[config.mk]
export PLATFORM = sky130hd
export DESIGN_NAME = mbt_engine
export DESIGN_NICKNAME = d
export VERILOG_FILES = /design/src/rtl/mbt_pkg.sv /design/src/rtl/mbt_memport.sv /design/src/rtl/mbt_seq.sv /design/src/rtl/mbt_result.sv /design/src/rtl/mbt_engine.sv
export SDC_FILE = /design/constraint.sdc
export NUM_CORES = 1
export LEC_CHECK = 0
export CAP_MARGIN = 30
export CORE_ASPECT_RATIO = 1.2
export CORE_MARGIN = 1
export CORE_UTILIZATION = 59
export DETAILED_ROUTE_END_ITERATION = 8
export PLACE_DENSITY = 0.86
export SYNTH_ARGS = -nofsm -noshare
export SYNTH_HDL_FRONTEND = slang
export SYNTH_SLANG_ARGS = --single-unit
export TNS_END_PERCENT = 50
[constraint.sdc]
create_clock -name clk -period 6.8 [get_ports clk]
set_input_delay 1.36 -clock clk [delete_from_list [all_inputs] [get_ports clk]]
set_output_delay 1.36 -clock clk [all_outputs]
set_load 0.03 [all_outputs]
[src/rtl/mbt_pkg.sv]
package mbt_pkg;

    localparam logic [31:0] PAT_WORD  = 32'hAAAA_AAAA;
    localparam logic [31:0] ANTI_WORD = 32'h5555_5555;

    typedef enum logic [3:0] {
        S_IDLE,
        S_DWR,
        S_DRD,
        S_FILL,
        S_ANTI0,
        S_CHKH,
        S_REST0,
        S_TWR,
        S_TBASE,
        S_TCHK,
        S_TREST
    } seq_state_t;

    typedef enum logic [1:0] {
        P_IDLE,
        P_REQ,
        P_WAIT
    } port_state_t;

    // Offset still inside the memory window
    function automatic logic off_live(input logic [32:0] off, input logic [32:0] mask);
        return (off & mask) != 33'd0;
    endfunction

endpackage

[src/rtl/mbt_memport.sv]
module mbt_memport
    import mbt_pkg::*;
#(
    parameter int AW = 16
) (
    input  logic          clk,
    input  logic          rst,
    input  logic          go,
    input  logic          go_we,
    input  logic [AW-1:0] go_addr,
    input  logic [31:0]   go_wdata,
    output logic          op_done,
    output logic [31:0]   op_rdata,
    output logic          mem_req_valid,
    input  logic          mem_req_ready,
    output logic          mem_we,
    output logic [AW-1:0] mem_addr,
    output logic [31:0]   mem_wdata,
    input  logic [31:0]   mem_rdata,
    input  logic          mem_rvalid
);

    port_state_t   st;
    logic          we_q;
    logic [AW-1:0] addr_q;
    logic [31:0]   wd_q;

    always_ff @(posedge clk) begin
        if (rst) begin
            st       <= P_IDLE;
            op_done  <= 1'b0;
            op_rdata <= '0;
            we_q     <= 1'b0;
            addr_q   <= '0;
            wd_q     <= '0;
        end else begin
            op_done <= 1'b0;
            case (st)
                P_IDLE: if (go) begin
                    we_q   <= go_we;
                    addr_q <= go_addr;
                    wd_q   <= go_wdata;
                    st     <= P_REQ;
                end
                P_REQ: if (mem_req_ready) begin
                    if (we_q) begin
                        op_done <= 1'b1;
                        st      <= P_IDLE;
                    end else begin
                        st <= P_WAIT;
                    end
                end
                P_WAIT: if (mem_rvalid) begin
                    op_rdata <= mem_rdata;
                    op_done  <= 1'b1;
                    st       <= P_IDLE;
                end
                default: st <= P_IDLE;
            endcase
        end
    end

    assign mem_req_valid = (st == P_REQ);
    assign mem_we        = we_q;
    assign mem_addr      = addr_q;
    assign mem_wdata     = wd_q;

endmodule

[src/rtl/mbt_seq.sv]
module mbt_seq
    import mbt_pkg::*;
#(
    parameter int AW = 16
) (
    input  logic          clk,
    input  logic          rst,
    input  logic          start,
    input  logic [AW-1:0] base_addr,
    input  logic [AW:0]   mem_size,
    input  logic          op_done,
    input  logic [31:0]   op_rdata,
    output logic          go,
    output logic          go_we,
    output logic [AW-1:0] go_addr,
    output logic [31:0]   go_wdata,
    output logic          busy,
    output logic          launch,
    output logic          fin_evt,
    output logic          fin_bad,
    output logic [AW-1:0] fin_where
);

    localparam logic [AW:0] FIRST_OFF = (AW+1)'(4);

    seq_state_t  st, st_n;
    logic [31:0] walk, walk_n;
    logic [AW:0] off, off_n, toff, toff_n;
    logic        pending, need;
    logic        off_ok, toff_ok;
    logic [AW:0] mask;

    assign mask    = mem_size - 1'b1;
    assign off_ok  = off_live(33'(off), 33'(mask));
    assign toff_ok = off_live(33'(toff), 33'(mask));
    assign busy    = (st != S_IDLE);
    assign launch  = (st == S_IDLE) && start;
    assign go      = need && !pending;

    always_comb begin
        st_n      = st;
        walk_n    = walk;
        off_n     = off;
        toff_n    = toff;
        need      = 1'b0;
        go_we     = 1'b0;
        go_addr   = base_addr;
        go_wdata  = '0;
        fin_evt   = 1'b0;
        fin_bad   = 1'b0;
        fin_where = '0;
        case (st)
            S_IDLE: if (start) begin
                st_n   = S_DWR;
                walk_n = 32'd1;
            end
            S_DWR: begin
                need     = 1'b1;
                go_we    = 1'b1;
                go_wdata = walk;
                if (op_done) st_n = S_DRD;
            end
            S_DRD: begin
                need = 1'b1;
                if (op_done) begin
                    if (op_rdata != walk) begin
                        fin_evt   = 1'b1;
                        fin_bad   = 1'b1;
                        fin_where = base_addr;
                        st_n      = S_IDLE;
                    end else if (walk[31]) begin
                        st_n  = S_FILL;
                        off_n = FIRST_OFF;
                    end else begin
                        walk_n = walk << 1;
                        st_n   = S_DWR;
                    end
                end
            end
            S_FILL: begin
                if (!off_ok) begin
                    st_n = S_ANTI0;
                end else begin
                    need     = 1'b1;
                    go_we    = 1'b1;
                    go_addr  = base_addr + off[AW-1:0];
                    go_wdata = PAT_WORD;
                    if (op_done) off_n = off << 1;
                end
            end
            S_ANTI0: begin
                need     = 1'b1;
                go_we    = 1'b1;
                go_wdata = ANTI_WORD;
                if (op_done) begin
                    st_n  = S_CHKH;
                    off_n = FIRST_OFF;
                end
            end
            S_CHKH: begin
                if (!off_ok) begin
                    st_n = S_REST0;
                end else begin
                    need    = 1'b1;
                    go_addr = base_addr + off[AW-1:0];
                    if (op_done) begin
                        if (op_rdata != PAT_WORD) begin
                            fin_evt   = 1'b1;
                            fin_bad   = 1'b1;
                            fin_where = base_addr + off[AW-1:0];
                            st_n      = S_IDLE;
                        end else begin
                            off_n = off << 1;
                        end
                    end
                end
            end
            S_REST0: begin
                need     = 1'b1;
                go_we    = 1'b1;
                go_wdata = PAT_WORD;
                if (op_done) begin
                    st_n   = S_TWR;
                    toff_n = FIRST_OFF;
                end
            end
            S_TWR: begin
                if (!toff_ok) begin
                    fin_evt = 1'b1;
                    st_n    = S_IDLE;
                end else begin
                    need     = 1'b1;
                    go_we    = 1'b1;
                    go_addr  = base_addr + toff[AW-1:0];
                    go_wdata = ANTI_WORD;
                    if (op_done) st_n = S_TBASE;
                end
            end
            S_TBASE: begin
                need = 1'b1;
                if (op_done) begin
                    if (op_rdata != PAT_WORD) begin
                        fin_evt   = 1'b1;
                        fin_bad   = 1'b1;
                        fin_where = base_addr;
                        st_n      = S_IDLE;
                    end else begin
                        st_n  = S_TCHK;
                        off_n = FIRST_OFF;
                    end
                end
            end
            S_TCHK: begin
                if (!off_ok) begin
                    st_n = S_TREST;
                end else if (off == toff) begin
                    off_n = off << 1;
                end else begin
                    need    = 1'b1;
                    go_addr = base_addr + off[AW-1:0];
                    if (op_done) begin
                        if (op_rdata != PAT_WORD) begin
                            fin_evt   = 1'b1;
                            fin_bad   = 1'b1;
                            fin_where = base_addr + off[AW-1:0];
                            st_n      = S_IDLE;
                        end else begin
                            off_n = off << 1;
                        end
                    end
                end
            end
            S_TREST: begin
                need     = 1'b1;
                go_we    = 1'b1;
                go_addr  = base_addr + toff[AW-1:0];
                go_wdata = PAT_WORD;
                if (op_done) begin
                    toff_n = toff << 1;
                    st_n   = S_TWR;
                end
            end
            default: st_n = S_IDLE;
        endcase
    end

    always_ff @(posedge clk) begin
        if (rst) begin
            st      <= S_IDLE;
            walk    <= '0;
            off     <= '0;
            toff    <= '0;
            pending <= 1'b0;
        end else begin
            st   <= st_n;
            walk <= walk_n;
            off  <= off_n;
            toff <= toff_n;
            if (go)
                pending <= 1'b1;
            else if (op_done)
                pending <= 1'b0;
        end
    end

endmodule

[src/rtl/mbt_result.sv]
module mbt_result #(
    parameter int AW = 16
) (
    input  logic          clk,
    input  logic          rst,
    input  logic          launch,
    input  logic          fin_evt,
    input  logic          fin_bad,
    input  logic [AW-1:0] fin_where,
    output logic          done,
    output logic          fail,
    output logic [AW-1:0] fail_addr
);

    always_ff @(posedge clk) begin
        if (rst) begin
            done      <= 1'b0;
            fail      <= 1'b0;
            fail_addr <= '0;
        end else begin
            done <= fin_evt;
            if (launch) begin
                fail      <= 1'b0;
                fail_addr <= '0;
            end else if (fin_evt) begin
                fail      <= fin_bad;
                fail_addr <= fin_where;
            end
        end
    end

endmodule

[src/rtl/mbt_engine.sv]
module mbt_engine
    import mbt_pkg::*;
#(
    parameter int AW = 16
) (
    input  logic          clk,
    input  logic          rst,
    input  logic          start,
    input  logic [AW-1:0] base_addr,
    input  logic [AW:0]   mem_size,
    output logic          busy,
    output logic          done,
    output logic          fail,
    output logic [AW-1:0] fail_addr,
    output logic          mem_req_valid,
    input  logic          mem_req_ready,
    output logic          mem_we,
    output logic [AW-1:0] mem_addr,
    output logic [31:0]   mem_wdata,
    input  logic [31:0]   mem_rdata,
    input  logic          mem_rvalid
);

    logic          go, go_we, op_done;
    logic [AW-1:0] go_addr;
    logic [31:0]   go_wdata, op_rdata;
    logic          launch, fin_evt, fin_bad;
    logic [AW-1:0] fin_where;

    mbt_seq #(.AW(AW)) u_seq (
        .clk(clk), .rst(rst), .start(start),
        .base_addr(base_addr), .mem_size(mem_size),
        .op_done(op_done), .op_rdata(op_rdata),
        .go(go), .go_we(go_we), .go_addr(go_addr), .go_wdata(go_wdata),
        .busy(busy), .launch(launch),
        .fin_evt(fin_evt), .fin_bad(fin_bad), .fin_where(fin_where)
    );

    mbt_memport #(.AW(AW)) u_port (
        .clk(clk), .rst(rst),
        .go(go), .go_we(go_we), .go_addr(go_addr), .go_wdata(go_wdata),
        .op_done(op_done), .op_rdata(op_rdata),
        .mem_req_valid(mem_req_valid), .mem_req_ready(mem_req_ready),
        .mem_we(mem_we), .mem_addr(mem_addr), .mem_wdata(mem_wdata),
        .mem_rdata(mem_rdata), .mem_rvalid(mem_rvalid)
    );

    mbt_result #(.AW(AW)) u_res (
        .clk(clk), .rst(rst),
        .launch(launch), .fin_evt(fin_evt), .fin_bad(fin_bad), .fin_where(fin_where),
        .done(done), .fail(fail), .fail_addr(fail_addr)
    );

endmodule

Word level (Yosys, flattened, before mapping)
Index checks and enable logic that the tools add are counted.
Operators by class
  $add $sub $neg: 3
  multiply operators: 0
  div/mod/pow operators: 0
  magnitude comparators: 0
  equal/unequal tests: 37
  shift operators: 0
  multiplexer cells: 84
  bitwise logic cells: 2
  reductions and logical operators: 25
Operators with widths (count)
  $mux 17: 14
  $mux 16: 13
  $mux 32: 5
  $pmux 32 s5: 1
  $pmux 16 s4: 2
  $pmux 17 s6: 1
  $reduce_bool 33->1: 2
  $mux 4: 16
  $pmux 32 s2: 1
  $pmux 4 s10: 1
  $and 17x17->17: 2
  $pmux 17 s2: 1
  $add 16x16->16: 2
  $ne 32x32->1: 1
  $ne 32x32->1 const B: 1
  $mux 31: 1
  $ne 2x1->1 const B: 13
  $eq 17x17->1: 1
  $mux 1: 17
  $sub 17x1->17 const B: 1
  $eq 4x3->1 const B: 4
  $ne 2x2->1 const B: 7
  $eq 4x4->1 const B: 3
  $reduce_and 11->1: 1
  27 further kinds: 40
Storage, ports and cells
  bits in registers: 173
  latch bits: 0
  RAM bits: 0
  ROM bits: 0
  output and inout bits: 69
  logic and storage cells: 166
  memories: 0

Logic depth before layout (Yosys ltp)
  depth after elaboration: 8
  depth in mapped cells: 15

By module
A second synthesis with hierarchy kept.
Second synthesis, totals
  cell total of the unflattened synthesis: 1198
  area total of the unflattened synthesis: 9711.8 sq um
Modules (own cells, without submodules)
  mbt_seq: instances 1, cells an instance 764, area each 6072.1 sq um
  mbt_memport: instances 1, cells an instance 376, area each 2982.9 sq um
  mbt_result: instances 1, cells an instance 58, area each 656.9 sq um

Least setup slack after synthesis
OpenSTA, ideal clock, no wires.
  path kind: input to register
  start point: input mem_size[6]
  end point: register u_port.wd_q[21] (netlist: u_port.mem_wdata[21])
  arrival: 4.177 ns
  required time: 6.658 ns
  path slack: 2.481 ns
  stages on the path: 11
  path buffers: 2
  cell sequence: or4_1 buf_2 nor4_4 xor2_1 a2111oi_0 nand4_1 nor2_1 o21ai_1 a311oi_2 buf_2 a211oi_1
Between the ends
  word-level cells in the longest chain between the ends: 7
  elaborated cells on any way between the ends: 13
  classes of those cells: 1 x add/sub; 6 x mux; 2 x bitwise; 4 x reduce/logical
RTL lines
  from (decl): line mbt_engine.sv:10  | input logic [AW:0] mem_size,
  $sub 17x1->17 *: line mbt_seq.sv:33  | assign mask = mem_size - 1'b1;
  $and 17x17->17: line mbt_pkg.sv:28  | return (off & mask) != 33'd0;
  $reduce_bool 33->1: line mbt_pkg.sv:28
  $mux 1, on equally long branches
  $pmux 1 s4: line mbt_seq.sv:52  | case (st)
  $logic_and 1x1->1: line mbt_seq.sv:38  | assign go = need && !pending;
  $reduce_and 2->1 (no line)
  to (signal assigned): line mbt_memport.sv:42  | wd_q <= go_wdata;
  to (decl): line mbt_memport.sv:26  | logic [31:0] wd_q;
Mark *: on every way between the ends. The rest lies on a longest branch, timed or not.
A chain may end at the register's enable or synchronous reset.

Worst setup path in the final report
  start point: input mem_size[6]
  end point: register u_port.addr_q[13] (netlist: u_port.mem_addr[13])
Between the ends
  word-level cells in the longest chain between the ends: 7
  elaborated cells on any way between the ends: 15
  classes of those cells: 1 x add/sub; 8 x mux; 2 x bitwise; 4 x reduce/logical
RTL lines
  $sub 17x1->17 *: line mbt_seq.sv:33
  $and 17x17->17: line mbt_pkg.sv:28
  $reduce_bool 33->1: line mbt_pkg.sv:28
  $mux 1, on equally long branches
  $pmux 1 s4: line mbt_seq.sv:52
  $logic_and 1x1->1: line mbt_seq.sv:38
  $reduce_and 2->1 (no line)
  to (signal assigned): line mbt_memport.sv:41  | addr_q <= go_addr;
  to (decl): line mbt_memport.sv:25  | logic [AW-1:0] addr_q;
Marks and branches as above.

==> qor.txt <==
DRT Pass-1 Iters -> 9
Seq/Total Area, Yosys -> 36.9%
Clk pin slew, worst setup/hold paths -> 70 ps
max_cap viols -> 0
Fill cells -> 1,161
DP HPWL -> 20,400 um
vias -> 9,298
Worst setup SP type -> input port
worst min-delay path category -> reg2reg
setup repair after global routing missed its margin -> false
total global-route track usage -> 35.6%
H-tree Lvls -> 4
final count of hold timing violations -> 0
outcome -> complete, but fails checks
Required @ worst endpoint -> 7150 ps
# nets final -> 1,323
hold_ws -> 473 ps
core area -> 0.0152 mm^2
Primary FF master, synth -> dfxtp_1
CP max stage cell -> or4_1
Area growth syn-to-layout -> 22.7%
internal cell power -> 2.26 mW
design area -> 0.0114 mm^2
Final Util -> 74.9%
Final Non-Filler Cells -> 1,436
die area -> 0.0162 mm^2
RR Startpoint -> u_seq.toff[2]
post-DR wirelength/cell -> 20.2 um
Slew @ Worst Pin -> 1110 ps
Mapped Area -> 0.00928 mm^2
first-pass GRT wire length -> 44,600 um
post-synthesis register bit count -> 171
Die Span X -> 116 um
Critical Path AT -> 5700 ps
hold buffer count at CTS -> 0
Worst Skew -> 10.5 ps
total gr overflow -> 0
sequential share of power -> 33.9%
syn nets -> 1,219
PnR worst setup slack -> 1450 ps
NetSw -> 1.49 mW
Placer Congestion -> 0.995
Setup TNS Final -> 0 ps
placed insts -> 1,404
most frequent cells in the layout -> 171 x dfxtp_1, 166 x nor2_1, 142 x nand2_1
crit-path cells -> clkdlybuf4s50_1, or4_1, nor4_4, xor2_1, a2111oi_0, nand4_1, nor2_1, a221o_1, a222oi_1, a211oi_1
slowest stage delay, CP -> 720 ps
Post-DP Area -> 0.0108 mm^2
Root Driver -> clkbuf_16
Antenna Nets Post-Route -> 0
layout cell share with drive strength beyond 1 -> 6.17%
crit path kind -> in2reg
commonest non-fill, non-tap cell in the layout -> dfxtp_1
synth unique cells -> 73
failing checks -> DRC
worst-skew pair later-pin latency -> 450 ps
power share of the combinational group -> 38.6%
minimum clock period -> 5350 ps
YS warnings -> 0
Initial Utilization -> 61.0%
Leak -> 4.13 nW
largest net degree at the start of global routing -> 84
Initial DRC Count -> 1,153
VDD IR-drop max -> 0.000221 V
final period utilization -> 78.7%
WL final -> 29,000 um
clock network power share -> 27.5%
Setup-failing EPs final -> 0
worst-case clock buffer depth -> 2
PortBufs -> 138
number of diodes -> 0
hold path start -> u_seq.pending
post-CTS sizing -> 0
Power, Total -> 3.74 mW
EDFF count, synth -> 0
Setup crit start -> mem_size[6]
Slew headroom -> 26.3%
vias in the first global route -> 8,728
initial antenna violation count -> 0
row cnt -> 49
Synth Instances -> 1,115
Boundary Pins -> 139
die height -> 139 um
FMAX -> 187 MHz
pre-CTS WS -> 1150 ps
Pwr Density -> 329 mW/mm^2
DR DRC count -> 14
Avg Inst Size Synth -> 8.32 um^2
CTS Buf Count -> 17
Via density -> 6.47
Slew Limit Fails -> 0
Max FO, Critical Path -> 14
CTS tree -> done
crit path capture type -> register
switching portion of total power -> 39.7%
Setup Buffers After CTS -> 0
Async SR Flop Fraction -> 0%
CTS Sinks -> 171
## metal layers
layer / vias to the layer above / global-route usage (%) / share of wire (%)
met2: 524 / 59.8 / 49
met3: 146 / 7.06 / 6.9
met5: - / 0 / 0
met4: 0 / 22.0 / 6.3
met1: 4346 / 40.9 / 38
li1: 4282 / - / -
## critical path, delay by kind of cell
family | cells | cell delay [ps]
buf+inv | 1 | 470
compound gates | 4 | 1980
xor+xnor | 1 | 130
simple gates | 4 | 1750
## path summary, 6_finish.rpt
check                                           end  depth (start not counted)  slack [ps]
worst min register to register        u_seq.pending                          2         470
worst max-delay path            u_port.mem_addr[13]                         10        1450
worst min-delay path                  u_seq.pending                          2         470
worst max register to register  u_port.mem_addr[14]                         10        3360
## cells by family after synthesis
family | after synthesis | share of synthesized area (%)
buf+inv | 86 | 3.86
mux | 10 | 1.09
xor+xnor | 81 | 7.64
simple gates | 418 | 20.6
compound gates | 315 | 25.1
flops | 171 | 36.9
fa+ha+maj | 34 | 4.75
## flip-flops by register name, indices dropped and copies added, names as in the netlist
register and flops:
u_seq.st 4, u_port.mem_addr 16, u_port.mem_wdata 32, u_seq.toff 15, u_port.op_done 1, u_res.fail 1, u_seq.pending 1, u_port.mem_we 1
u_res.done 1, u_seq.off 17, u_port.st 2, u_seq.walk 32, u_port.op_rdata 32, u_res.fail_addr 16
## power groups by stage
stage,Sequential [mW],Combinational (mW),Clock (mW)
6_report,1.27,1.45,1.03
3_3_place_gp,1.28,1.40,0
4_1_cts,1.27,1.44,1.02
5_1_grt,1.28,1.54,1.07
3_5_place_dp,1.29,1.42,0
2_1_floorplan,1.51,0.689,0
## layout make-up
type | count | area, um^2 | area share (%)
Multi-Input combinational cell | 858 | 5510 | 48.4
Sequential cell | 171 | 3420 | 30.1
Timing Repair Buffer | 153 | 1510 | 13.2
Clock buffer | 17 | 425 | 3.74
Tap cell | 204 | 255 | 2.24
Clock inverter | 15 | 201 | 1.77
Inverter | 18 | 67.6 | 0.593
## cell usage after synthesis, types with 9 or more instances
cell type | count | share of area, %
inv_1 | 16 | 0.65
clkbuf_1 | 48 | 1.9
nand3_1 | 10 | 0.54
nand4_1 | 9 | 0.61
or3_1 | 14 | 0.94
a222oi_1 | 28 | 3.0
nor3_1 | 12 | 0.65
a21oi_1 | 63 | 3.4
a22oi_1 | 60 | 4.9
buf_2 | 16 | 0.86
a211oi_2 | 11 | 1.5
ha_1 | 32 | 4.3
nor2_1 | 168 | 6.8
a211oi_1 | 39 | 3.2
nand2_1 | 142 | 5.7
xnor2_1 | 36 | 3.4
xor2_1 | 45 | 4.2
mux2i_1 | 9 | 0.97
nor4_1 | 11 | 0.74
dfxtp_1 | 171 | 37
o21ai_0 | 30 | 1.6
No activity file was read; power rests on OpenSTA's default activity.
